==> src/rtl/hilo_pkg.sv <==
// Package: function codes shared by the HI/LO unit, its checker and the bench.
// Assumes the 6-bit code space; codes not listed here are treated as no-ops.
package hilo_pkg;
    typedef enum logic [5:0] {
        FN_MFHI  = 6'b010000,
        FN_MTHI  = 6'b010001,
        FN_MFLO  = 6'b010010,
        FN_MTLO  = 6'b010011,
        FN_MULT  = 6'b011000,
        FN_MULTU = 6'b011001,
        FN_DIV   = 6'b011010,
        FN_DIVU  = 6'b011011
    } hilo_fn_e;
endpackage

==> src/rtl/hilo_mul_iter.sv <==
// Iterative unsigned shift-add multiplier, one multiplier bit per clock.
// Assumes unsigned magnitudes; sign correction is done by the caller.
// done pulses for one cycle after W steps, with the product held on prod.
module hilo_mul_iter #(
    parameter int W = 32
) (
    input  logic           clk,
    input  logic           rst_n,
    input  logic           load,
    input  logic [W-1:0]   a,
    input  logic [W-1:0]   b,
    output logic           done,
    output logic [2*W-1:0] prod
);
    localparam int CW = $clog2(W);

    logic           run;
    logic [CW-1:0]  cnt;
    logic [W-1:0]   mcand;
    logic [2*W-1:0] acc;
    logic [W:0]     psum;

    // Add the multiplicand to the upper half when the current multiplier bit is set.
    always_comb psum = {1'b0, acc[2*W-1:W]} + (acc[0] ? {1'b0, mcand} : '0);

    // Load operands, then shift the partial product right once per step.
    always_ff @(posedge clk) begin
        if (!rst_n) begin
            run   <= 1'b0;
            cnt   <= '0;
            mcand <= '0;
            acc   <= '0;
            done  <= 1'b0;
        end else begin
            done <= 1'b0;
            if (load) begin
                mcand <= a;
                acc   <= {{W{1'b0}}, b};
                cnt   <= '0;
                run   <= 1'b1;
            end else if (run) begin
                acc <= {psum, acc[W-1:1]};
                if (cnt == CW'(W-1)) begin
                    run  <= 1'b0;
                    done <= 1'b1;
                end else begin
                    cnt <= cnt + 1'b1;
                end
            end
        end
    end

    assign prod = acc;
endmodule

==> src/rtl/hilo_div_iter.sv <==
// Iterative unsigned restoring divider, one quotient bit per clock.
// Assumes the divisor is nonzero and operands are magnitudes; the caller fixes signs.
// done pulses for one cycle after W steps, with quo and rem held.
module hilo_div_iter #(
    parameter int W = 32
) (
    input  logic         clk,
    input  logic         rst_n,
    input  logic         load,
    input  logic [W-1:0] a,
    input  logic [W-1:0] b,
    output logic         done,
    output logic [W-1:0] quo,
    output logic [W-1:0] rem
);
    localparam int CW = $clog2(W);

    logic          run;
    logic [CW-1:0] cnt;
    logic [W-1:0]  dvs;
    logic [W:0]    trial;

    // Trial subtraction of the divisor from the shifted partial remainder.
    always_comb trial = {rem, quo[W-1]} - {1'b0, dvs};

    // Load operands, then produce one quotient bit per step, MSB first.
    always_ff @(posedge clk) begin
        if (!rst_n) begin
            run  <= 1'b0;
            cnt  <= '0;
            dvs  <= '0;
            quo  <= '0;
            rem  <= '0;
            done <= 1'b0;
        end else begin
            done <= 1'b0;
            if (load) begin
                dvs <= b;
                quo <= a;
                rem <= '0;
                cnt <= '0;
                run <= 1'b1;
            end else if (run) begin
                if (!trial[W]) begin
                    rem <= trial[W-1:0];
                    quo <= {quo[W-2:0], 1'b1};
                end else begin
                    rem <= {rem[W-2:0], quo[W-1]};
                    quo <= {quo[W-2:0], 1'b0};
                end
                if (cnt == CW'(W-1)) begin
                    run  <= 1'b0;
                    done <= 1'b1;
                end else begin
                    cnt <= cnt + 1'b1;
                end
            end
        end
    end
endmodule

==> src/rtl/hilo_muldiv_unit.sv <==
// HI/LO multiply-divide unit: owns HI and LO, runs multiply and divide
// iteratively, and serves the four move operations. Starts are accepted only
// when idle; one move-from arriving while busy is held and answered after
// the result is written. Assumes the pipeline stalls while busy is high.
module hilo_muldiv_unit #(
    parameter int W = 32
) (
    input  logic         clk,
    input  logic         rst_n,
    input  logic         start,
    input  logic [5:0]   func,
    input  logic [W-1:0] rs,
    input  logic [W-1:0] rt,
    output logic         busy,
    output logic         rd_valid,
    output logic [W-1:0] rd_data
);
    import hilo_pkg::*;

    logic [W-1:0]   hi_q, lo_q;
    logic           running, pend, pend_hi;
    logic           neg_p, neg_r;
    logic           is_mul, is_div, is_sgn, is_mf, accept;
    logic           mul_load, div_load, mul_done, div_done;
    logic [W-1:0]   a_mag, b_mag, quo, rem;
    logic [2*W-1:0] prod;

    function automatic logic [W-1:0] magnitude(input logic [W-1:0] v, input logic sgn);
        return (sgn && v[W-1]) ? -v : v;
    endfunction

    assign busy = running || pend;

    // Decode the request and form unsigned operand magnitudes.
    always_comb begin
        is_mul   = (func == FN_MULT) || (func == FN_MULTU);
        is_div   = (func == FN_DIV)  || (func == FN_DIVU);
        is_sgn   = (func == FN_MULT) || (func == FN_DIV);
        is_mf    = (func == FN_MFHI) || (func == FN_MFLO);
        accept   = start && !busy;
        mul_load = accept && is_mul;
        div_load = accept && is_div && (rt != '0);
        a_mag    = magnitude(rs, is_sgn);
        b_mag    = magnitude(rt, is_sgn);
    end

    hilo_mul_iter #(.W(W)) u_mul (
        .clk(clk), .rst_n(rst_n), .load(mul_load),
        .a(a_mag), .b(b_mag), .done(mul_done), .prod(prod)
    );

    hilo_div_iter #(.W(W)) u_div (
        .clk(clk), .rst_n(rst_n), .load(div_load),
        .a(a_mag), .b(b_mag), .done(div_done), .quo(quo), .rem(rem)
    );

    // Update HI/LO, track the running operation and the held read, and answer reads.
    always_ff @(posedge clk) begin
        if (!rst_n) begin
            hi_q     <= '0;
            lo_q     <= '0;
            running  <= 1'b0;
            pend     <= 1'b0;
            pend_hi  <= 1'b0;
            neg_p    <= 1'b0;
            neg_r    <= 1'b0;
            rd_valid <= 1'b0;
            rd_data  <= '0;
        end else begin
            rd_valid <= 1'b0;
            if (mul_done) begin
                {hi_q, lo_q} <= neg_p ? -prod : prod;
                running      <= 1'b0;
            end
            if (div_done) begin
                lo_q    <= neg_p ? -quo : quo;
                hi_q    <= neg_r ? -rem : rem;
                running <= 1'b0;
            end
            if (!running && pend) begin
                rd_valid <= 1'b1;
                rd_data  <= pend_hi ? hi_q : lo_q;
                pend     <= 1'b0;
            end
            if (mul_load || div_load) begin
                running <= 1'b1;
                neg_p   <= is_sgn && (rs[W-1] ^ rt[W-1]);
                neg_r   <= is_sgn && rs[W-1];
            end
            if (accept) begin
                if (func == FN_MTHI) hi_q <= rs;
                if (func == FN_MTLO) lo_q <= rs;
                if (is_mf) begin
                    rd_valid <= 1'b1;
                    rd_data  <= (func == FN_MFHI) ? hi_q : lo_q;
                end
            end
            if (start && busy && !pend && is_mf) begin
                pend    <= 1'b1;
                pend_hi <= (func == FN_MFHI);
            end
        end
    end
endmodule

==> config.mk <==
export PLATFORM = sky130hd
export DESIGN_NAME = hilo_muldiv_unit
export DESIGN_NICKNAME = d
export VERILOG_FILES = /design/src/rtl/hilo_pkg.sv /design/src/rtl/hilo_mul_iter.sv /design/src/rtl/hilo_div_iter.sv /design/src/rtl/hilo_muldiv_unit.sv
export SDC_FILE = /design/constraint.sdc
export NUM_CORES = 1
export LEC_CHECK = 0
export BUFFER_PORTS_ARGS = -buffer_cell sky130_fd_sc_hd__buf_2
export CELL_PAD_IN_SITES_DETAIL_PLACEMENT = 1
export CELL_PAD_IN_SITES_GLOBAL_PLACEMENT = 1
export CORE_MARGIN = 2
export CORE_UTILIZATION = 51
export CTS_BUF_LIST = sky130_fd_sc_hd__clkbuf_16
export DETAILED_ROUTE_END_ITERATION = 12
export GPL_TIMING_DRIVEN = 0
export PLACE_DENSITY = 0.91
export SYNTH_ARGS = -nofsm -noshare
export SYNTH_HDL_FRONTEND = slang
export SYNTH_HIERARCHICAL = 1
export SYNTH_SLANG_ARGS = --single-unit
==> constraint.sdc <==
create_clock -name clk -period 5.7 [get_ports clk]
set_input_delay 0.57 -clock clk [delete_from_list [all_inputs] [get_ports clk]]
set_output_delay 0.57 -clock clk [all_outputs]
set_load 0.01 [all_outputs]
==> impl_metrics.yaml, run 1 <==
critical_path:
  rr_startpoint: "u_mul/prod[20]"
  crit_required_ns: 6.11
  crit_buf_inv: 0
  cpMaxStageDelayCell: "nor3_1"
  max_stage_delay_ns: 1.01
  path_class: "flop to flop"
  path_max_fanout: 8
  crit_family: "simple AND/OR/NAND/NOR gates"
  critPathArrivalTime_ns: 4.83
  crit_path_end_kind: "flop"
  cp_cell_sequence: "nor4_1, nand4_1, nor3_1, a21oi_1, xnor2_1, a311oi_1"
  worstSetupStartpointType: "flop"
  startpoint: "u_mul/prod[20]"
detailed_routing:
  drc_errors: 0
  wl_um: 118000
  vias_per_cell: 7.28
  ant_nets: 0
  dr.first_iter.drc_count: 3311
  wl_per_cell_um: 33.8
  vias: 25397
  first_pass_iters: 7
synthesis:
  synth_top_area_frac: 0.280
  yosysSeqAreaShare: 0.280
  ys_ff_latch: 308
  synth_area_per_cell_um2: 7.94
  yosysWarningCount: 6
  syn_area_um2: 22000
  async_reset_ff_frac: 0
  synth.distinct_cells: 105
  syn_inst: 2771
  synthTopCellsByArea: "dfxtp_1 28%, mux2i_1 7.9%, ha_1 4.2%, xor2_1 4.1%, o21ai_0 4.1%"
  synth_edf_count: 0
  synth_largest_area_cell: "dfxtp_1"
  synth_nets: 2919
  yosys_most_used_dff: "dfxtp_1"
place:
  dpl.cell_count: 3418
  place_congestion: 1.10
  pre_cts_slack_ns: 1.20
  portBuffers: 101
  hpwlAfterDp_um: 87700
timing:
  grt_setup_unrepaired: "false"
  setup_viol: 0
  worst_slack_ns: 1.27
  worst_clock_skew_ns: 0.0306
  relSlewSlack: 0.201
  worst_pin_slew_ns: 1.19
  hold_viol: 0
  drv_slew: 0
  finalCritPeriodShare: 0.777
  fin_crit_ns: 4.43
  clock.fmax_mhz: 226
  setup_tns_ns: 0
min_path:
  hold_path.class: "primary input to flop"
  worstHoldStart: "rs[17]"
grt:
  grt.total_usage: 0.515
  antenna_found_initial: 10
  grt_max_degree: 13
  grt_pass1_vias: 25226
  grt_pass1_wl_um: 170000
  grt.overflow.total: 0
finish:
  fillers: 5261
  stdcell_count: 3489
  final_nets: 3059
  syn_to_final_growth_pct: 10.9
  drive_gt1_frac: 0.0766
die:
  dieHeight_um: 212
  die_x_um: 212
  core_area_um2: 42800
  core.rowCount: 76
  dieArea_um2: 44800
  start_util: 0.514
  io_pins: 107
pwr:
  power_frac_seq: 0.405
  switching_share: 0.300
  vdd_drop_max_mv: 0.229
  p_int_uw: 3810
  power_frac_comb: 0.149
  switchingPower_uw: 1630
  p_leak_uw: 0.00962
  power.density_nw_per_um2: 223
  clock_power_share: 0.447
  power_uw: 5440
cts:
  clk_latency_ns: 0.60
  clock_path_buffers: 3
  post_cts_buffers: 0
  root_buffer: "clkbuf_16"
  cts_made_buffers: 37
  cts_resized: 0
  cts.sinks: 308
  cts.reportedPaths.clkPinSlew_ns: 0.07
  ctsHoldBuffers: 0
  cts_tree: "yes"
  h-tree-depth: 2
outcome:
  status: "complete, no violations"
flow_run:
  maxCapViolations: 0
## cells in the final DEF, fill, tap and decap left out, types with 10 or more instances in the layout
| master | n |
|---|---|
| a222oi_1 | 33 |
| o31ai_1 | 54 |
| a211oi_1 | 38 |
| nor2b_1 | 84 |
| nor4_1 | 39 |
| dfxtp_1 | 308 |
| o21ai_0 | 181 |
| and3_1 | 19 |
| a311oi_1 | 10 |
| inv_1 | 79 |
| nand2_1 | 235 |
| o41ai_1 | 30 |
| nand3_1 | 47 |
| or3_1 | 37 |
| clkbuf_1 | 153 |
| clkbuf_16 | 37 |
| a21o_1 | 18 |
| ha_1 | 73 |
| xor2_1 | 104 |
| nor3_1 | 72 |
| buf_1 | 22 |
| clkinv_1 | 10 |
| buf_2 | 113 |
| nand2b_1 | 18 |
| o211ai_1 | 30 |
| a31oi_1 | 27 |
| o211a_1 | 35 |
| nor2_1 | 223 |
| a21oi_1 | 168 |
| and2_1 | 73 |
| o21ai_1 | 12 |
| mux2i_1 | 173 |
| nand4_1 | 31 |
| or4_1 | 38 |
| xnor2_1 | 100 |
| o21a_1 | 16 |
## synthesized netlist by cell type, drive strengths merged (8+ instances only)
| master | number |
|---|---|
| dfxtp | 308 |
| nand2 | 238 |
| nor2 | 223 |
| o21ai | 195 |
| mux2i | 173 |
| a21oi | 172 |
| clkbuf | 153 |
| xor2 | 104 |
| xnor2 | 101 |
| nor2b | 84 |
| and2 | 74 |
| ha | 73 |
| nor3 | 73 |
| inv | 72 |
| o31ai | 54 |
| nand3 | 48 |
| buf | 43 |
| a211oi | 40 |
| nor4 | 40 |
| or4 | 39 |
| or3 | 37 |
| o211a | 35 |
| a222oi | 33 |
| nand4 | 32 |
| o41ai | 32 |
| o211ai | 31 |
| a31oi | 29 |
| and3 | 20 |
| a21o | 18 |
| nand2b | 18 |
| o21a | 17 |
| a311oi | 10 |
| o22ai | 9 |
| or2 | 8 |
## per-stage QoR
| stage | util | area, um^2 | hold WS, ns |
|---|---|---|---|
| 2_1_floorplan | - | 22000 | 0.459 |
| 3_3_place_gp | 0.542 | 23200 | 0.483 |
| 3_5_place_dp | 0.542 | 23200 | 0.505 |
| 4_1_cts | 0.569 | 24400 | 0.344 |
| 5_1_grt | 0.569 | 24400 | 0.386 |
| 6_report | 0.570 | 24400 | 0.356 |
## area by class of cell
type	count	area, um^2	area share
well taps	546	683	0.0280
diodes	5	12.5	0.000513
plain buffers	196	800	0.0328
flip-flops and latches	308	6170	0.253
clock inverters	29	254	0.0104
clock buffers	37	926	0.0380
inverters	73	274	0.0112
repair buffers	101	505	0.0207
multi-input cells	2194	14800	0.605
## registers in the layout, summed over array words and instances (netlist names), 5 cells and up
signal,flops
u_mul/cnt,5
u_div/quo,32
u_mul/prod,64
lo_q,32
u_div/cnt,5
u_div/dvs,32
rd_data,32
hi_q,32
u_mul/mcand,32
u_div/rem,32
## tightest hold or removal path: stages
cell and delay (ns):
buf_2 0.14, nor2_1 0.11, a311oi_1 0.05
## final timing paths
| path | to | slack (ns) | cells after the start |
|---|---|---|---|
| worst max-delay path | hi_q[5] | 1.27 | 6 |
| worst min-delay path | lo_q[17] | 0.36 | 3 |
| worst max register to register | hi_q[5] | 1.27 | 6 |
| worst min register to register | u_div/cnt[4] | 0.51 | 2 |
## per-layer routing
layer	up-vias	GRT usage	part of all wire
li1	10461	-	-
met1	12456	0.589	0.36
met2	1823	0.792	0.43
met3	647	0.145	0.11
met4	10	0.447	0.11
met5	-	0	0.00054
## power groups by stage
stage / clock (uW) / sequential [uW] / combinational [uW]
final: 2430 / 2200 / 808
after global routing: 2500 / 2200 / 838
after CTS: 2410 / 2200 / 770
after detailed placement: 0 / 2240 / 754
after global placement: 0 / 2240 / 729
after floorplan: 0 / 2230 / 489
## logic make-up (layout without fill, tap and decap cells)
group           count (synthesis)  in the layout  synth area share
buf+inv                       269            436            0.0488
flops                         308            308             0.280
other cells                     0              5                 0
fa+ha+maj                      75             75            0.0434
xor+xnor                      205            205            0.0820
compound gates                766            766             0.238
simple gates                  971            971             0.226
mux                           177            177            0.0808
Note: power is estimated with default switching activity, not from simulation.
==> inputs of run 2 (changes only) <==
--- a/config.mk
+++ b/config.mk
@@ -5,15 +5,16 @@
 export SDC_FILE = /design/constraint.sdc
 export NUM_CORES = 1
 export LEC_CHECK = 0
+export ABC_AREA = 1
 export BUFFER_PORTS_ARGS = -buffer_cell sky130_fd_sc_hd__buf_2
 export CELL_PAD_IN_SITES_DETAIL_PLACEMENT = 1
 export CELL_PAD_IN_SITES_GLOBAL_PLACEMENT = 1
 export CORE_MARGIN = 2
-export CORE_UTILIZATION = 51
+export CORE_UTILIZATION = 40
 export CTS_BUF_LIST = sky130_fd_sc_hd__clkbuf_16
 export DETAILED_ROUTE_END_ITERATION = 12
 export GPL_TIMING_DRIVEN = 0
-export PLACE_DENSITY = 0.91
+export PLACE_DENSITY = 0.82
 export SYNTH_ARGS = -nofsm -noshare
 export SYNTH_HDL_FRONTEND = slang
 export SYNTH_HIERARCHICAL = 1
==> constraint.sdc (replaced) <==
create_clock -name clk -period 4.05 [get_ports clk]
set_input_delay 0.405 -clock clk [delete_from_list [all_inputs] [get_ports clk]]
set_output_delay 0.405 -clock clk [all_outputs]
set_load 0.01 [all_outputs]
==> run 2 against run 1 <==
Synthesized area increased by 16%; via count increased by 18%; first-iteration DRC count fell by 24%; sequential cell count stayed put; worst hold slack worse by 0.16 ns.
==> impl_metrics.yaml, run 2 <==
synthesis:
  synthTopCellsByArea: "dfxtp_1 24%, nand2_1 19%, inv_1 9.8%, nor2_1 7.6%, nand3_1 6.0%"
  yosysWarningCount: 6
  synth_commonest_cells: "1290 x nand2_1, 664 x inv_1, 515 x nor2_1, 308 x dfxtp_1, 304 x nand3_1"
  synth_largest_area_cell: "dfxtp_1"
  synth_nets: 4550
  synth_top_area_frac: 0.242
  yosys_most_used_dff: "dfxtp_1"
  synth_edf_count: 0
  synth_area_per_cell_um2: 5.79
  yosysMostFrequentCell: "nand2_1"
  yosysSeqAreaShare: 0.242
  ys_ff_latch: 308
  syn_inst: 4402
  synth.distinct_cells: 60
  syn_area_um2: 25500
  async_reset_ff_frac: 0
grt:
  grt_pass1_vias: 29519
  antenna_found_initial: 2
  grt.total_usage: 0.348
  grt_pass1_wl_um: 177000
  grt_max_degree: 13
  grt.overflow.total: 0
critical_path:
  path_max_fanout: 10
  critPathMostFrequentCell: "nor2_1"
  cp_cell_sequence: "inv_2, nand2_1, nor2_1, inv_2, nor2_1, o211ai_1, inv_1, buf_2, inv_1, clkbuf_1, nand2_1, clkbuf_1, nor2_1"
  r2r_slack_ns: 0.23
  crit_buf_inv: 7
  crit_path_end_kind: "flop"
  crit_required_ns: 4.46
  worstSetupStartpointType: "flop"
  path_class: "flop to flop"
  crit_family: "buffers and inverters"
  cpMaxStageDelayCell: "clkbuf_1"
  critPathArrivalTime_ns: 4.22
  max_stage_delay_ns: 0.59
timing:
  hold_viol: 0
  worst_pin_slew_ns: 0.953
  drv_slew: 0
  clock.fmax_mhz: 262
  fin_crit_ns: 3.82
  grt_setup_unrepaired: "false"
  setup_viol: 0
  relSlewSlack: 0.365
  setup_tns_ns: 0
  finalCritPeriodShare: 0.942
  worst_clock_skew_ns: 0.0456
die:
  start_util: 0.404
  io_pins: 107
  dieHeight_um: 256
  dieArea_um2: 65800
  core_area_um2: 63100
  die_x_um: 256
  core.rowCount: 92
cts:
  h-tree-depth: 2
  cts_tree: "yes"
  cts_resized: 0
  post_cts_buffers: 0
  cts.reportedPaths.clkPinSlew_ns: 0.06
  clock_path_buffers: 3
  cts_made_buffers: 38
  clk_latency_ns: 0.59
  ctsHoldBuffers: 0
  cts.sinks: 308
  root_buffer: "clkbuf_16"
pwr:
  power.density_nw_per_um2: 298
  vdd_drop_max_mv: 0.271
  switching_share: 0.327
  power_uw: 8450
  switchingPower_uw: 2760
  power_frac_seq: 0.369
  power_frac_comb: 0.207
  p_int_uw: 5690
  clock_power_share: 0.424
  p_leak_uw: 0.0141
finish:
  stdcell_count: 5419
  largest_register_ff_count: 64
  diodes: 0
  final_common_cell: "nand2_1"
  final_nets: 4695
  syn_to_final_growth_pct: 11.2
  fillers: 9052
  drive_gt1_frac: 0.0855
  final_cell_mix: "1290 x nand2_1, 672 x inv_1, 515 x nor2_1, 308 x dfxtp_1, 304 x nand3_1"
detailed_routing:
  drc_errors: 0
  wl_met1_um: 50900
  highest_layer: "met4"
  vias: 29854
  first_pass_iters: 5
  wl_met3_um: 9030
  wl_um: 118000
  vias_per_cell: 5.51
  route.met2.wl_um: 51200
  ant_nets: 0
  wl_per_cell_um: 21.7
  dr.first_iter.drc_count: 2514
outcome:
  status: "complete, no violations"
min_path:
  hold_path.class: "primary input to flop"
place:
  hpwlAfterDp_um: 97500
  portBuffers: 105
  place_congestion: 1.04
  dpl.cell_count: 5353
flow_run:
  maxCapViolations: 0
## run 2: area by class of cell
cell class              count  area (um^2)  area share
clock buffers              38          951      0.0336
flip-flops and latches    308         6170       0.218
well taps                 846         1060      0.0374
clock inverters            28          312      0.0110
inverters                 696         2620      0.0925
plain buffers             173          837      0.0295
repair buffers            105          526      0.0185
multi-input cells        3225        15900       0.560
## run 2: power by group through the flow
| stage | sequential (uW) | clock (uW) | combinational (uW) |
|---|---|---|---|
| after global routing | 3120 | 3720 | 1920 |
| final | 3120 | 3580 | 1750 |
| after detailed placement | 3180 | 0 | 1700 |
| after global placement | 3180 | 0 | 1660 |
| after CTS | 3120 | 3600 | 1710 |
| after floorplan | 3160 | 0 | 1160 |
## run 2: logic make-up after synthesis
family	after synthesis	synth area share
AOI/OAI and AO/OA	706	0.160
buffers and inverters	869	0.136
and+or+nand+nor	2346	0.392
DFF	308	0.242
xor gates and xnor gates	98	0.0337
adders and majority gates	75	0.0374
## run 2: per-stage QoR
step	hold WS, ns	area, um^2	setup slack [ns]	util
detailed placement	0.470	27100	0.0125	0.429
floorplan	0.433	25500	1.60	-
CTS	0.195	28300	0.495	0.449
finish	0.201	28300	0.234	0.449
global placement	0.455	27100	0.0571	0.429
global route	0.214	28300	0.190	0.449
## run 2: worst reg2reg max path, cell delays in order (launching register included)
cell and delay [ns]:
dfxtp_1 0.33, inv_2 0.09, nand2_1 0.08, nor2_1 0.14, inv_2 0.09, nor2_1 0.45, o211ai_1 0.37, inv_1 0.11
buf_2 0.29, inv_1 0.15, clkbuf_1 0.35, nand2_1 0.51, clkbuf_1 0.59, nor2_1 0.10
## run 2: final timing paths
kind                   to         start  depth (start not counted)
max          u_div/cnt[2]       running                         13
min              hi_q[22]        rs[22]                          3
max reg2reg  u_div/cnt[2]       running                         13
min reg2reg  u_div/cnt[4]  u_div/cnt[4]                          2
## run 2: layer usage
layer | vias up | track usage
met1 | 14265 | 0.455
met5 | - | 0
li1 | 14221 | -
met2 | 1097 | 0.557
met4 | 0 | 0.167
met3 | 271 | 0.0596
